===== src/rtl/mcdp_pkg.sv =====
`timescale 1ns/1ps
package mcdp_pkg;

   typedef enum logic [2:0] {
      ALU_ADD  = 3'd0,
      ALU_SUB  = 3'd1,
      ALU_AND  = 3'd2,
      ALU_OR   = 3'd3,
      ALU_XOR  = 3'd4,
      ALU_NOR  = 3'd5,
      ALU_SLT  = 3'd6,
      ALU_SLTU = 3'd7
   } alu_op_e;

   typedef enum logic [1:0] {
      OPB_REG   = 2'd0,
      OPB_STEP  = 2'd1,
      OPB_IMM   = 2'd2,
      OPB_IMM_W = 2'd3
   } opb_sel_e;

   typedef enum logic [1:0] {
      PCN_ALU      = 2'd0,
      PCN_HELD     = 2'd1,
      PCN_JUMP     = 2'd2,
      PCN_JUMP_ALT = 2'd3
   } pc_src_e;

   // Instruction field layout (decoded by the sequencer and by this datapath)
   localparam int unsigned INSN_W   = 32;
   localparam int unsigned OPC_LSB  = 26;
   localparam int unsigned OPC_W    = 6;
   localparam int unsigned RS_LSB   = 21;
   localparam int unsigned RT_LSB   = 16;
   localparam int unsigned RD_LSB   = 11;
   localparam int unsigned FUNCT_W  = 6;
   localparam int unsigned IMM_W    = 16;
   localparam int unsigned JIDX_W   = 26;
   localparam int unsigned REGF_W   = 5;
   localparam int unsigned JREGION_LSB = 28;

endpackage


===== src/rtl/mcdp_alu.sv =====
`timescale 1ns/1ps
module mcdp_alu
   import mcdp_pkg::*;
#(
   parameter int unsigned DATA_W = 32
)(
   input  alu_op_e             op,
   input  logic [DATA_W-1:0]   opa,
   input  logic [DATA_W-1:0]   opb,
   output logic [DATA_W-1:0]   res,
   output logic                zero
);

   localparam int unsigned MSB = DATA_W - 1;

   logic [DATA_W:0]   diff;
   logic              lt_signed;
   logic              lt_unsigned;

   generate
      if (DATA_W < 2) begin : g_chk_w
         $error("mcdp_alu: DATA_W must be at least 2");
      end
   endgenerate

   always_comb begin
      diff        = {1'b0, opa} - {1'b0, opb};
      lt_unsigned = diff[DATA_W];
      lt_signed   = (opa[MSB] ^ opb[MSB]) ? opa[MSB] : diff[MSB];
   end

   always_comb begin
      unique case (op)
         ALU_ADD:  res = opa + opb;
         ALU_SUB:  res = diff[MSB:0];
         ALU_AND:  res = opa & opb;
         ALU_OR:   res = opa | opb;
         ALU_XOR:  res = opa ^ opb;
         ALU_NOR:  res = ~(opa | opb);
         ALU_SLT:  res = {{(DATA_W-1){1'b0}}, lt_signed};
         ALU_SLTU: res = {{(DATA_W-1){1'b0}}, lt_unsigned};
         default:  res = '0;
      endcase
   end

   assign zero = (res == '0);

endmodule


===== src/rtl/mcdp_opsel.sv =====
`timescale 1ns/1ps
module mcdp_opsel
   import mcdp_pkg::*;
#(
   parameter int unsigned DATA_W  = 32,
   parameter int unsigned PC_STEP = 4,
   parameter int unsigned IMM_SHL = 2
)(
   input  logic                srca_sel,
   input  opb_sel_e            srcb_sel,
   input  logic [DATA_W-1:0]   pc,
   input  logic [DATA_W-1:0]   reg_a,
   input  logic [DATA_W-1:0]   reg_b,
   input  logic [IMM_W-1:0]    imm,
   output logic [DATA_W-1:0]   opa,
   output logic [DATA_W-1:0]   opb
);

   localparam int unsigned EXT_W = DATA_W - IMM_W;

   logic [DATA_W-1:0] imm_sx;
   logic [DATA_W-1:0] imm_sx_shl;

   generate
      if (DATA_W <= IMM_W) begin : g_chk_w
         $error("mcdp_opsel: DATA_W must exceed the immediate width");
      end
      if (PC_STEP == 0) begin : g_chk_step
         $error("mcdp_opsel: PC_STEP must be nonzero");
      end
   endgenerate

   assign imm_sx     = {{EXT_W{imm[IMM_W-1]}}, imm};
   assign imm_sx_shl = imm_sx << IMM_SHL;

   assign opa = srca_sel ? reg_a : pc;

   always_comb begin
      unique case (srcb_sel)
         OPB_REG:   opb = reg_b;
         OPB_STEP:  opb = DATA_W'(PC_STEP);
         OPB_IMM:   opb = imm_sx;
         OPB_IMM_W: opb = imm_sx_shl;
         default:   opb = reg_b;
      endcase
   end

endmodule


===== src/rtl/mcdp_regfile.sv =====
`timescale 1ns/1ps
module mcdp_regfile #(
   parameter int unsigned DATA_W       = 32,
   parameter int unsigned NREG         = 32,
   parameter bit          ZERO_R0      = 1'b1,
   parameter bit          RESET_CLEARS = 1'b1,
   localparam int unsigned AW          = $clog2(NREG)
)(
   input  logic                clk,
   input  logic                rst,
   input  logic [AW-1:0]       rd_addr_a,
   input  logic [AW-1:0]       rd_addr_b,
   output logic [DATA_W-1:0]   rd_data_a,
   output logic [DATA_W-1:0]   rd_data_b,
   input  logic                wr_en,
   input  logic [AW-1:0]       wr_addr,
   input  logic [DATA_W-1:0]   wr_data
);

   logic [DATA_W-1:0] ent [NREG];

   generate
      if (NREG < 2 || (1 << AW) != NREG) begin : g_chk_n
         $error("mcdp_regfile: NREG must be a power of two, at least 2");
      end

      for (genvar k = 0; k < NREG; k++) begin : g_ent
         if (ZERO_R0 && k == 0) begin : g_hard
            assign ent[k] = '0;
         end else begin : g_store
            logic [DATA_W-1:0] q;
            if (RESET_CLEARS) begin : g_rst
               always_ff @(posedge clk) begin
                  if (rst)
                     q <= '0;
                  else if (wr_en && wr_addr == AW'(k))
                     q <= wr_data;
               end
            end else begin : g_norst
               always_ff @(posedge clk) begin
                  if (wr_en && wr_addr == AW'(k))
                     q <= wr_data;
               end
            end
            assign ent[k] = q;
         end
      end
   endgenerate

   assign rd_data_a = ent[rd_addr_a];
   assign rd_data_b = ent[rd_addr_b];

   // A write to a storing entry is visible there after the edge
   assert_write_lands_R4: assert property (@(posedge clk) disable iff (rst)
      (wr_en && (wr_addr != '0 || !ZERO_R0)) |=> ent[$past(wr_addr)] == $past(wr_data));

endmodule


===== src/rtl/mcdp_core.sv =====
`timescale 1ns/1ps
module mcdp_core
   import mcdp_pkg::*;
#(
   parameter int unsigned       DATA_W   = 32,
   parameter int unsigned       NREG     = 32,
   parameter int unsigned       PC_STEP  = 4,
   parameter logic [DATA_W-1:0] RESET_PC = DATA_W'(32'h0000_0040)
)(
   input  logic                clk,
   input  logic                rst,
   input  logic                ctl_pc_wr,
   input  logic                ctl_pc_wr_cond,
   input  logic [1:0]          ctl_pc_src,
   input  logic                ctl_addr_sel,
   input  logic                ctl_ir_wr,
   input  logic                ctl_srca_sel,
   input  logic [1:0]          ctl_srcb_sel,
   input  logic [2:0]          ctl_alu_op,
   input  logic                ctl_dst_sel,
   input  logic                ctl_wb_sel,
   input  logic                ctl_rf_wr,
   input  logic                ctl_mem_rd,
   input  logic                ctl_mem_wr,
   output logic [DATA_W-1:0]   mem_addr,
   output logic [DATA_W-1:0]   mem_wdata,
   input  logic [DATA_W-1:0]   mem_rdata,
   output logic                mem_rd,
   output logic                mem_wr,
   output logic [OPC_W-1:0]    ir_opcode,
   output logic [FUNCT_W-1:0]  ir_funct,
   output logic                alu_zero
);

   localparam int unsigned RF_AW   = $clog2(NREG);
   localparam int unsigned JHI_W   = DATA_W - JREGION_LSB;
   localparam int unsigned IMM_SHL = 2;

   generate
      if (DATA_W < INSN_W) begin : g_chk_w
         $error("mcdp_core: DATA_W must hold a full instruction");
      end
      if (RF_AW > REGF_W) begin : g_chk_rf
         $error("mcdp_core: NREG exceeds what a register field can index");
      end
      if (RESET_PC[1:0] != 2'b00) begin : g_chk_pc
         $error("mcdp_core: RESET_PC must be word aligned");
      end
   endgenerate

   // Architectural and intermediate registers
   logic [DATA_W-1:0] pc_q;
   logic [DATA_W-1:0] ir_q;
   logic [DATA_W-1:0] mdr_q;
   logic [DATA_W-1:0] a_q;
   logic [DATA_W-1:0] b_q;
   logic [DATA_W-1:0] alu_q;

   // Internal nets
   logic [DATA_W-1:0] rf_rd_a;
   logic [DATA_W-1:0] rf_rd_b;
   logic [RF_AW-1:0]  rf_wr_addr;
   logic [DATA_W-1:0] rf_wr_data;
   logic [DATA_W-1:0] opa;
   logic [DATA_W-1:0] opb;
   logic [DATA_W-1:0] alu_res;
   logic              alu_z;
   logic [DATA_W-1:0] jump_tgt;
   logic [DATA_W-1:0] pc_next;
   logic              pc_en;

   // Register file
   assign rf_wr_addr = ctl_dst_sel ? ir_q[RD_LSB +: RF_AW] : ir_q[RT_LSB +: RF_AW];
   assign rf_wr_data = ctl_wb_sel  ? mdr_q : alu_q;

   mcdp_regfile #(
      .DATA_W       (DATA_W),
      .NREG         (NREG),
      .ZERO_R0      (1'b1),
      .RESET_CLEARS (1'b1)
   ) u_rf (
      .clk       (clk),
      .rst       (rst),
      .rd_addr_a (ir_q[RS_LSB +: RF_AW]),
      .rd_addr_b (ir_q[RT_LSB +: RF_AW]),
      .rd_data_a (rf_rd_a),
      .rd_data_b (rf_rd_b),
      .wr_en     (ctl_rf_wr),
      .wr_addr   (rf_wr_addr),
      .wr_data   (rf_wr_data)
   );

   // Operand selection and ALU
   mcdp_opsel #(
      .DATA_W  (DATA_W),
      .PC_STEP (PC_STEP),
      .IMM_SHL (IMM_SHL)
   ) u_opsel (
      .srca_sel (ctl_srca_sel),
      .srcb_sel (opb_sel_e'(ctl_srcb_sel)),
      .pc       (pc_q),
      .reg_a    (a_q),
      .reg_b    (b_q),
      .imm      (ir_q[IMM_W-1:0]),
      .opa      (opa),
      .opb      (opb)
   );

   mcdp_alu #(
      .DATA_W (DATA_W)
   ) u_alu (
      .op   (alu_op_e'(ctl_alu_op)),
      .opa  (opa),
      .opb  (opb),
      .res  (alu_res),
      .zero (alu_z)
   );

   // Next PC
   assign jump_tgt = {pc_q[DATA_W-1 -: JHI_W], ir_q[JIDX_W-1:0], {IMM_SHL{1'b0}}};

   always_comb begin
      unique case (pc_src_e'(ctl_pc_src))
         PCN_ALU:      pc_next = alu_res;
         PCN_HELD:     pc_next = alu_q;
         PCN_JUMP,
         PCN_JUMP_ALT: pc_next = jump_tgt;
         default:      pc_next = alu_res;
      endcase
   end

   assign pc_en = ctl_pc_wr | (ctl_pc_wr_cond & alu_z);

   always_ff @(posedge clk) begin
      if (rst)
         pc_q <= RESET_PC;
      else if (pc_en)
         pc_q <= pc_next;
   end

   always_ff @(posedge clk) begin
      if (rst)
         ir_q <= '0;
      else if (ctl_ir_wr)
         ir_q <= mem_rdata;
   end

   always_ff @(posedge clk) begin
      if (rst) begin
         mdr_q <= '0;
         a_q   <= '0;
         b_q   <= '0;
         alu_q <= '0;
      end else begin
         mdr_q <= mem_rdata;
         a_q   <= rf_rd_a;
         b_q   <= rf_rd_b;
         alu_q <= alu_res;
      end
   end

   // Outputs
   assign mem_addr  = ctl_addr_sel ? alu_q : pc_q;
   assign mem_wdata = b_q;
   assign mem_rd    = ctl_mem_rd;
   assign mem_wr    = ctl_mem_wr;
   assign ir_opcode = ir_q[OPC_LSB +: OPC_W];
   assign ir_funct  = ir_q[FUNCT_W-1:0];
   assign alu_zero  = alu_z;

   // PC keeps its value when no write condition holds
   assert_pc_hold_R7: assert property (@(posedge clk) disable iff (rst)
      (!ctl_pc_wr && !(ctl_pc_wr_cond && alu_zero)) |=> $stable(pc_q));

   // Instruction register holds without its enable
   assert_ir_hold_R8: assert property (@(posedge clk) disable iff (rst)
      !ctl_ir_wr |=> $stable(ir_q));

   // Instruction register takes the memory word when enabled
   assert_ir_load_R8: assert property (@(posedge clk) disable iff (rst)
      ctl_ir_wr |=> ir_q == $past(mem_rdata));

   // Memory data register follows the read bus every cycle
   assert_mdr_follow_R12: assert property (@(posedge clk) disable iff (rst)
      !rst |=> mdr_q == $past(mem_rdata));

   // Operand registers follow the register file read ports every cycle
   assert_operand_capture_R4: assert property (@(posedge clk) disable iff (rst)
      !rst |=> (a_q == $past(rf_rd_a) && b_q == $past(rf_rd_b)));

endmodule


===== config.mk =====
export PLATFORM = sky130hd
export DESIGN_NAME = mcdp_core
export DESIGN_NICKNAME = d
export VERILOG_FILES = /design/src/rtl/mcdp_pkg.sv /design/src/rtl/mcdp_alu.sv /design/src/rtl/mcdp_opsel.sv /design/src/rtl/mcdp_regfile.sv /design/src/rtl/mcdp_core.sv
export SDC_FILE = /design/constraint.sdc
export NUM_CORES = 2
export LEC_CHECK = 0
export CAP_MARGIN = 20
export CORE_MARGIN = 4
export CORE_UTILIZATION = 44
export CTS_CLUSTER_SIZE = 40
export DETAILED_ROUTE_END_ITERATION = 7
export SLEW_MARGIN = 10
export SYNTH_ARGS = -nofsm -noshare
export SYNTH_HDL_FRONTEND = slang
export SYNTH_SLANG_ARGS = --single-unit

===== constraint.sdc =====
create_clock -name clk -period 19.6 [get_ports clk]
set_clock_uncertainty 0.1 [all_clocks]
set_input_delay 2.94 -clock clk [delete_from_list [all_inputs] [get_ports clk]]
set_output_delay 2.94 -clock clk [all_outputs]
set_load 0.1 [all_outputs]

### After elaboration in Yosys (flattened, before gate mapping)

Cells that the tools add are included.

| word-level totals | value |
|---|---|
| bits in registers | 1,184 |
| input bits | 51 |
| output and inout bits | 79 |
| logic and storage cells | 147 |

| operators by class | value |
|---|---|
| add/subtract/negate cells | 2 |
| order comparisons | 2 |
| equality and inequality tests | 44 |
| multiplexer cells | 14 |
| bitwise gates (word level) | 10 |
| reduce and logical (&&, ||, !) cells | 37 |

Operators by type and width:

| kind | number |
|---|---|
| $bmux 32 s5 | 2 |
| $pmux 32 s8 | 1 |
| $mux 32 | 7 |
| $pmux 32 s4 | 1 |
| $pmux 32 s3 | 1 |
| $eq 5x5->1 const B | 16 |
| $eq 5x4->1 const B | 8 |
| $sub 32x32->33 | 1 |
| $add 32x32->32 | 1 |
| $and 32x32->32 | 1 |
| $logic_not 32->1 | 1 |
| $not 32->32 | 1 |
| $or 32x32->32 | 1 |
| $xor 32x32->32 | 1 |
| $logic_and 1x1->1 | 31 |
| $eq 5x3->1 const B | 4 |
| $eq 3x3->1 const B | 4 |
| $ge 6x6->1 const B | 2 |
| $not 5->6 | 2 |
| $eq 5x2->1 const B | 2 |
| $eq 2x2->1 const B | 4 |
| $eq 3x2->1 const B | 2 |
| $eq 5x1->1 const B | 1 |
| $mux 5 | 1 |
| 11 further kinds | 13 |

### Depth between registers and ports, before layout

| logic depth | value |
|---|---|
| word-level depth | 9 |
| depth in mapped cells | 29 |
| depth with buffers taken out | 24 |

### By module

A second synthesis with hierarchy kept.

| unflattened totals | value |
|---|---|
| cell total of the unflattened synthesis | 8,222 |
| area, all modules | 65,036.1 um^2 |

By module, submodules not included:

| module | times used | cells an instance | area each (um^2) | seq. area each (um^2) |
|---|---|---|---|---|
| mcdp_regfile | 1 | 6,580 | 51,292.9 | 19,859.0 |
| mcdp_core | 1 | 643 | 7,084.3 | 3,843.7 |
| mcdp_alu | 1 | 887 | 5,719.2 | 0.0 |
| mcdp_opsel | 1 | 112 | 939.7 | 0.0 |

### Worst setup path before layout

OpenSTA, ideal clock, no wires.

| path | value |
|---|---|
| kind | input to output |
| start point | input port ctl_srca_sel |
| end point | output port alu_zero |
| arrival | 8.690 ns |
| required time | 16.560 ns |
| setup slack | 7.870 ns |
| stages | 22 |
| path buffers | 4 |
| cells stage by stage | buf_2 -> clkbuf_1 -> clkbuf_1 -> mux2i_1 -> inv_1 -> ha_1 -> buf_2 -> nor2b_1 -> a2111oi_0 -> o2111ai_1 -> and3_1 -> o21ai_1 -> a21oi_1 -> nor3_1 -> o21ai_0 -> nand2b_1 -> fa_1 -> a221oi_1 -> o22ai_1 -> or4_1 -> nor4_2 -> and3_1 |

| on the way | value |
|---|---|
| longest elaborated chain between the ends | 5 |
| elaborated cells on any way between the ends | 11 |
| those cells by class | add/sub: 2; mux: 3; bitwise: 5; reduce/logical: 1 |

RTL lines:

| item | line | RTL |
|---|---|---|
| start: declaration | mcdp_core.sv:17 | `input logic ctl_srca_sel,` |
| $mux 32 (*) | mcdp_opsel.sv:36 | `assign opa = srca_sel ? reg_a : pc;` |
| $sub 32x32->33, or another cell as far along | mcdp_alu.sv:27 | `diff = {1'b0, opa} - {1'b0, opb};` |
| $mux 1 / $not 32->32 (equally long branches) | mcdp_alu.sv:29, mcdp_alu.sv:39 |  |
| $pmux 32 s8 (*) | mcdp_alu.sv:33 | `unique case (op)` |
| $logic_not 32->1 (*) | mcdp_alu.sv:46 | `assign zero = (res == '0);` |
| end: declaration | mcdp_core.sv:32 | `output logic alu_zero` |

Every way passes the cells marked *; elsewhere a longest branch is shown, timed or not.

### Worst setup path after layout

| path | value |
|---|---|
| start point | input port ctl_srcb_sel[0] |
| end point | output port alu_zero |

| on the way | value |
|---|---|
| longest elaborated chain between the ends | 6 |
| elaborated cells on any way between the ends | 15 |
| those cells by class | add/sub: 2; eq/ne: 3; mux: 3; bitwise: 5; reduce/logical: 2 |

RTL lines:

| item | line | RTL |
|---|---|---|
| start: declaration | mcdp_core.sv:18 | `input logic [1:0] ctl_srcb_sel,` |
| $eq 2x2->1, or another cell as far along | mcdp_opsel.sv:39 | `unique case (srcb_sel)` |
| $pmux 32 s4 (*) | mcdp_opsel.sv:39 |  |
| $sub 32x32->33, or another cell as far along | mcdp_alu.sv:27 |  |
| $mux 1 / $not 32->32 (equally long branches) | mcdp_alu.sv:29, mcdp_alu.sv:39 |  |
| $pmux 32 s8 (*) | mcdp_alu.sv:33 |  |
| $logic_not 32->1 (*) | mcdp_alu.sv:46 |  |

Marks and branches as above.

==> results_dict.tcl <==
set metrics [dict create \
    status "finished clean" \
    hold_path.class "reg2reg" \
    overflow 0 \
    synth_commonest_cells "nor2_1, dfxtp_1, a211oi_1, clkbuf_1, mux4_2" \
    met2_usage 0.4575 \
    vias 50650 \
    avgRoutedWirePerCell_um 29.02 \
    cp_slowest_cell "clkdlybuf4s50_1" \
    yosys-top-cells-area "dfxtp_1, mux4_2, a211oi_1, nor2_1, clkbuf_1" \
    rows 137 \
    cts.sinks 1184 \
    seq_power_share 0.433 \
    path_delay_family "simple AND/OR/NAND/NOR gates" \
    antenna_found_initial 5 \
    worstSetupStartpointType "input pin" \
    synth_top_area_frac 0.3800 \
    drv_slew 0 \
    area_growth_pct 11.51 \
    p_int_mw 4.158 \
    crit_fanout 24 \
    synth_area_leader_cell "dfxtp_1" \
    nets 5996 \
    yosys_warnings 0 \
    worstRegToRegCells 20 \
    setup_viol 0 \
    ir_drop_uv 74.65 \
    drive_above_1_share 0.1985 \
    yosysSeqAreaShare 0.3800 \
    synthCells 6134 \
    p_leak_nw 22.28 \
    crit_cells 22 \
    dr.first_iter.drc_count 6295 \
    ys_types 92 \
    fp.dieW_um 384.5 \
    fin_total_pwr_mw 5.777 \
    dp_cells 7585 \
    n_fill_cell 12780 \
    io_buffers 125 \
    syn-cell-area_sq_um 62380 \
    cts.path.max_buffers 3 \
    core-area_sq_um 140200 \
    dpl-instance-area_sq_um 64940 \
    drc_errors 0 \
    ff2ff_setup_slack_ns 12.14 \
    gp_congestion 1.023 \
    tightest_slew_ns 1.186 \
    drv_cap 0 \
    grtUsageMet1 0.4368 \
    grt_first_pass_wirelength_mm 331.0 \
    fp.dieArea_sq_um 147900 \
    timing.final.crit_share 0.7009 \
    p_clk_frac 0.437 \
    critPathCaptureType "primary output" \
    cts_tree "yes" \
    grt_pass1_vias 47420 \
    arrival_ns 10.70 \
    dp_slack_ns 6.018 \
    pwr-share-comb 0.130 \
    r2r-start "ir_q[1]$_SDFFE_PP0P_" \
    relSlewSlack 0.2072 \
    drt_wl_total_mm 227.3 \
    avgViaCountPerCell 6.466 \
    htreeDepth 4 \
    max_freq_mhz 72.79 \
    endpoint "alu_zero" \
    synthArstFlopShare 0 \
    cpPeakStageDelay_ns 1.13 \
    grt_max_degree 203 \
    ant_nets 0 \
    startpoint "ctl_srcb_sel[0]" \
    crit_buf_inv 4 \
    synthFlopType "dfxtp_1" \
    ys_ff_latch 1184 \
    cts_hold_buf 0 \
    grtUsageTotal 0.3005 \
    synthesis.nets 6278 \
    hold_viol 0 \
    setup.worst_path.class "in2out" \
    avgSynthCellArea_sq_um 10.17 \
    cts_resized 0 \
    final_cells 7834 \
    period_minus_slack_ns 13.74 \
    r2r-end "pc_q[7]$_SDFFE_PP0P_" \
    clk_pin_slew_ns 0.05 \
    path_cells "clkdlybuf4s50_1 -> buf_4 -> and2_0 -> buf_4 -> nand2_1 -> o21ai_0 -> ha_1 -> a2111oi_0 -> o2111ai_1 -> and3_1 -> o21ai_1 -> a21oi_1 -> nor3_1 -> o21ai_0 -> nand2b_1 -> fa_1 -> a221oi_1 -> o22ai_1 -> or4_1 -> nor4_2 -> and3_1 -> clkdlybuf4s50_1" \
    yosysMostFrequentCell "nor2_1" \
    tns_ns 0 \
    numCtsBuffers 132 \
    dp_hpwl_mm 139.5 \
    met3_usage 0.05651 \
    power.switching_mw 1.619 \
    rsz0062_at_grt "false" \
    p_per_area_nw_per_um2 83.06 \
    finalWorstSetupSlack_ns 5.862 \
    cp_data_required_time_ns 16.56 \
    busiest_layer "met2" \
    swShare 0.2803 \
    final_area_sq_um 69560 \
    die_height_um 384.5 \
    pin_count 130 \
    drtPass1Iterations 6 \
    start_util 0.4449 \
    clkLatencyLatePin_ns 0.78 \
    synth-edff-count 0 \
    post_cts_buffers 0 \
    cts_root_buf "clkbuf_16" \
]
## metrics by stage
| stage | hold WS [ns] | utilization |
|---|---|---|
| 4_1_cts | 0.3723 | 0.4945 |
| 3_3_place_gp | 0.3591 | 0.4624 |
| 2_1_floorplan | 0.3460 | - |
| 6_report | 0.3703 | 0.4961 |
| 5_1_grt | 0.3884 | 0.4960 |
| 3_5_place_dp | 0.3655 | 0.4631 |
## cell usage in the layout, fill, tap and decap left out, drive strengths merged, types with 10 or more instances in the layout
cell type	netlist	layout
nor2b	77	77
o21bai	10	10
o31ai	18	18
a21o	11	11
nand2b	24	24
nor3	21	21
mux4	576	576
a311oi	10	10
a31oi	12	12
inv	105	113
ha	90	90
o22ai	25	25
a211oi	1018	1018
and2	20	20
xnor2	19	19
nor2	1231	1231
clkdlybuf4s50	0	117
o221ai	10	10
buf	92	156
a22o	65	65
mux2i	186	186
a21oi	95	95
o21a	17	17
dfxtp	1184	1184
nand3	14	14
a21boi	11	11
o211ai	34	34
clkbuf	597	200
mux2	135	135
o21ai	98	98
nand2	167	167
clkinv	4	27
## final cells by class
type	instances	area, sq um	share of cell area
Inverter	109	409.1	0.005882
Sequential cell	1184	23740	0.3413
Clock inverter	38	471.7	0.006781
Clock buffer	200	3930	0.05650
Multi-Input combinational cell	4152	36070	0.5185
Tap cell	1876	2347	0.03375
Timing Repair Buffer	273	2587	0.03720
Antenna cell	2	5.005	0.00007195
## routing by layer
layer | vias to the layer above | share of wire
met2 | 2284 | 0.45
met4 | 2 | 0.027
li1 | 22460 | -
met1 | 25550 | 0.44
met5 | - | 0.000035
met3 | 358 | 0.089
## registers in the layout, summed over array words and instances (netlist names)
| signal | flops |
|---|---|
| a_q | 32 |
| alu_q | 32 |
| mem_wdata | 32 |
| ir_q | 32 |
| mdr_q | 32 |
| u_rf.g_ent.g_store.q | 992 |
| pc_q | 32 |
## worst register-to-register path, cell delays in order, from the launching register on
cell	delay (ns)
dfxtp_1	0.66
mux2i_1	0.15
or2_2	0.33
ha_1	0.33
nand2b_1	0.11
a2111oi_0	0.75
o2111ai_1	0.34
and3_1	0.30
o21ai_1	0.30
a21oi_1	0.14
nor3_1	0.13
o21ai_0	0.09
nand2b_1	0.15
fa_1	0.40
a221oi_1	0.39
o22ai_1	0.22
or4_1	0.60
nor4_2	0.54
a41oi_4	0.51
buf_4	0.45
mux2_2	0.35
## power by group through the flow
| stage | clock network [mW] | logic [mW] | registers [mW] |
|---|---|---|---|
| finish | 2.52 | 0.752 | 2.50 |
| global route | 2.66 | 0.790 | 2.50 |
| CTS | 2.55 | 0.735 | 2.50 |
| detailed placement | 0 | 0.733 | 2.55 |
| global placement | 0 | 0.731 | 2.55 |
| floorplan | 0 | 0.520 | 2.52 |
## worst min-delay path by stage
| stage | from | end | slack (ns) | cells after the start |
|---|---|---|---|---|
| 2_1_floorplan | pc_q[23]$_SDFFE_PP0P_ | pc_q[23]$_SDFFE_PP0P_ | 0.35 | 2 |
| 3_3_place_gp | pc_q[15]$_SDFFE_PP0P_ | pc_q[15]$_SDFFE_PP0P_ | 0.36 | 2 |
| 3_5_place_dp | pc_q[16]$_SDFFE_PP0P_ | pc_q[16]$_SDFFE_PP0P_ | 0.37 | 2 |
| 4_1_cts | pc_q[16]$_SDFFE_PP0P_ | pc_q[16]$_SDFFE_PP0P_ | 0.37 | 2 |
| 5_1_grt | pc_q[14]$_SDFFE_PP0P_ | pc_q[14]$_SDFFE_PP0P_ | 0.39 | 2 |
| 6_report | pc_q[16]$_SDFFE_PP0P_ | pc_q[16]$_SDFFE_PP0P_ | 0.37 | 2 |
## cell families (layout without fill, tap and decap cells)
family	count (synthesis)	in the layout	synth area share
and+or+nand+nor	1625	1625	0.1076
other	0	2	0
AOI/OAI and AO/OA	1514	1514	0.1784
DFF	1184	1184	0.3800
xor gates and xnor gates	23	23	0.003229
muxes	897	897	0.2624
buffers and inverters	798	620	0.04934
adders and majority gates	93	93	0.01902
Power figures use the tool's default switching activity.
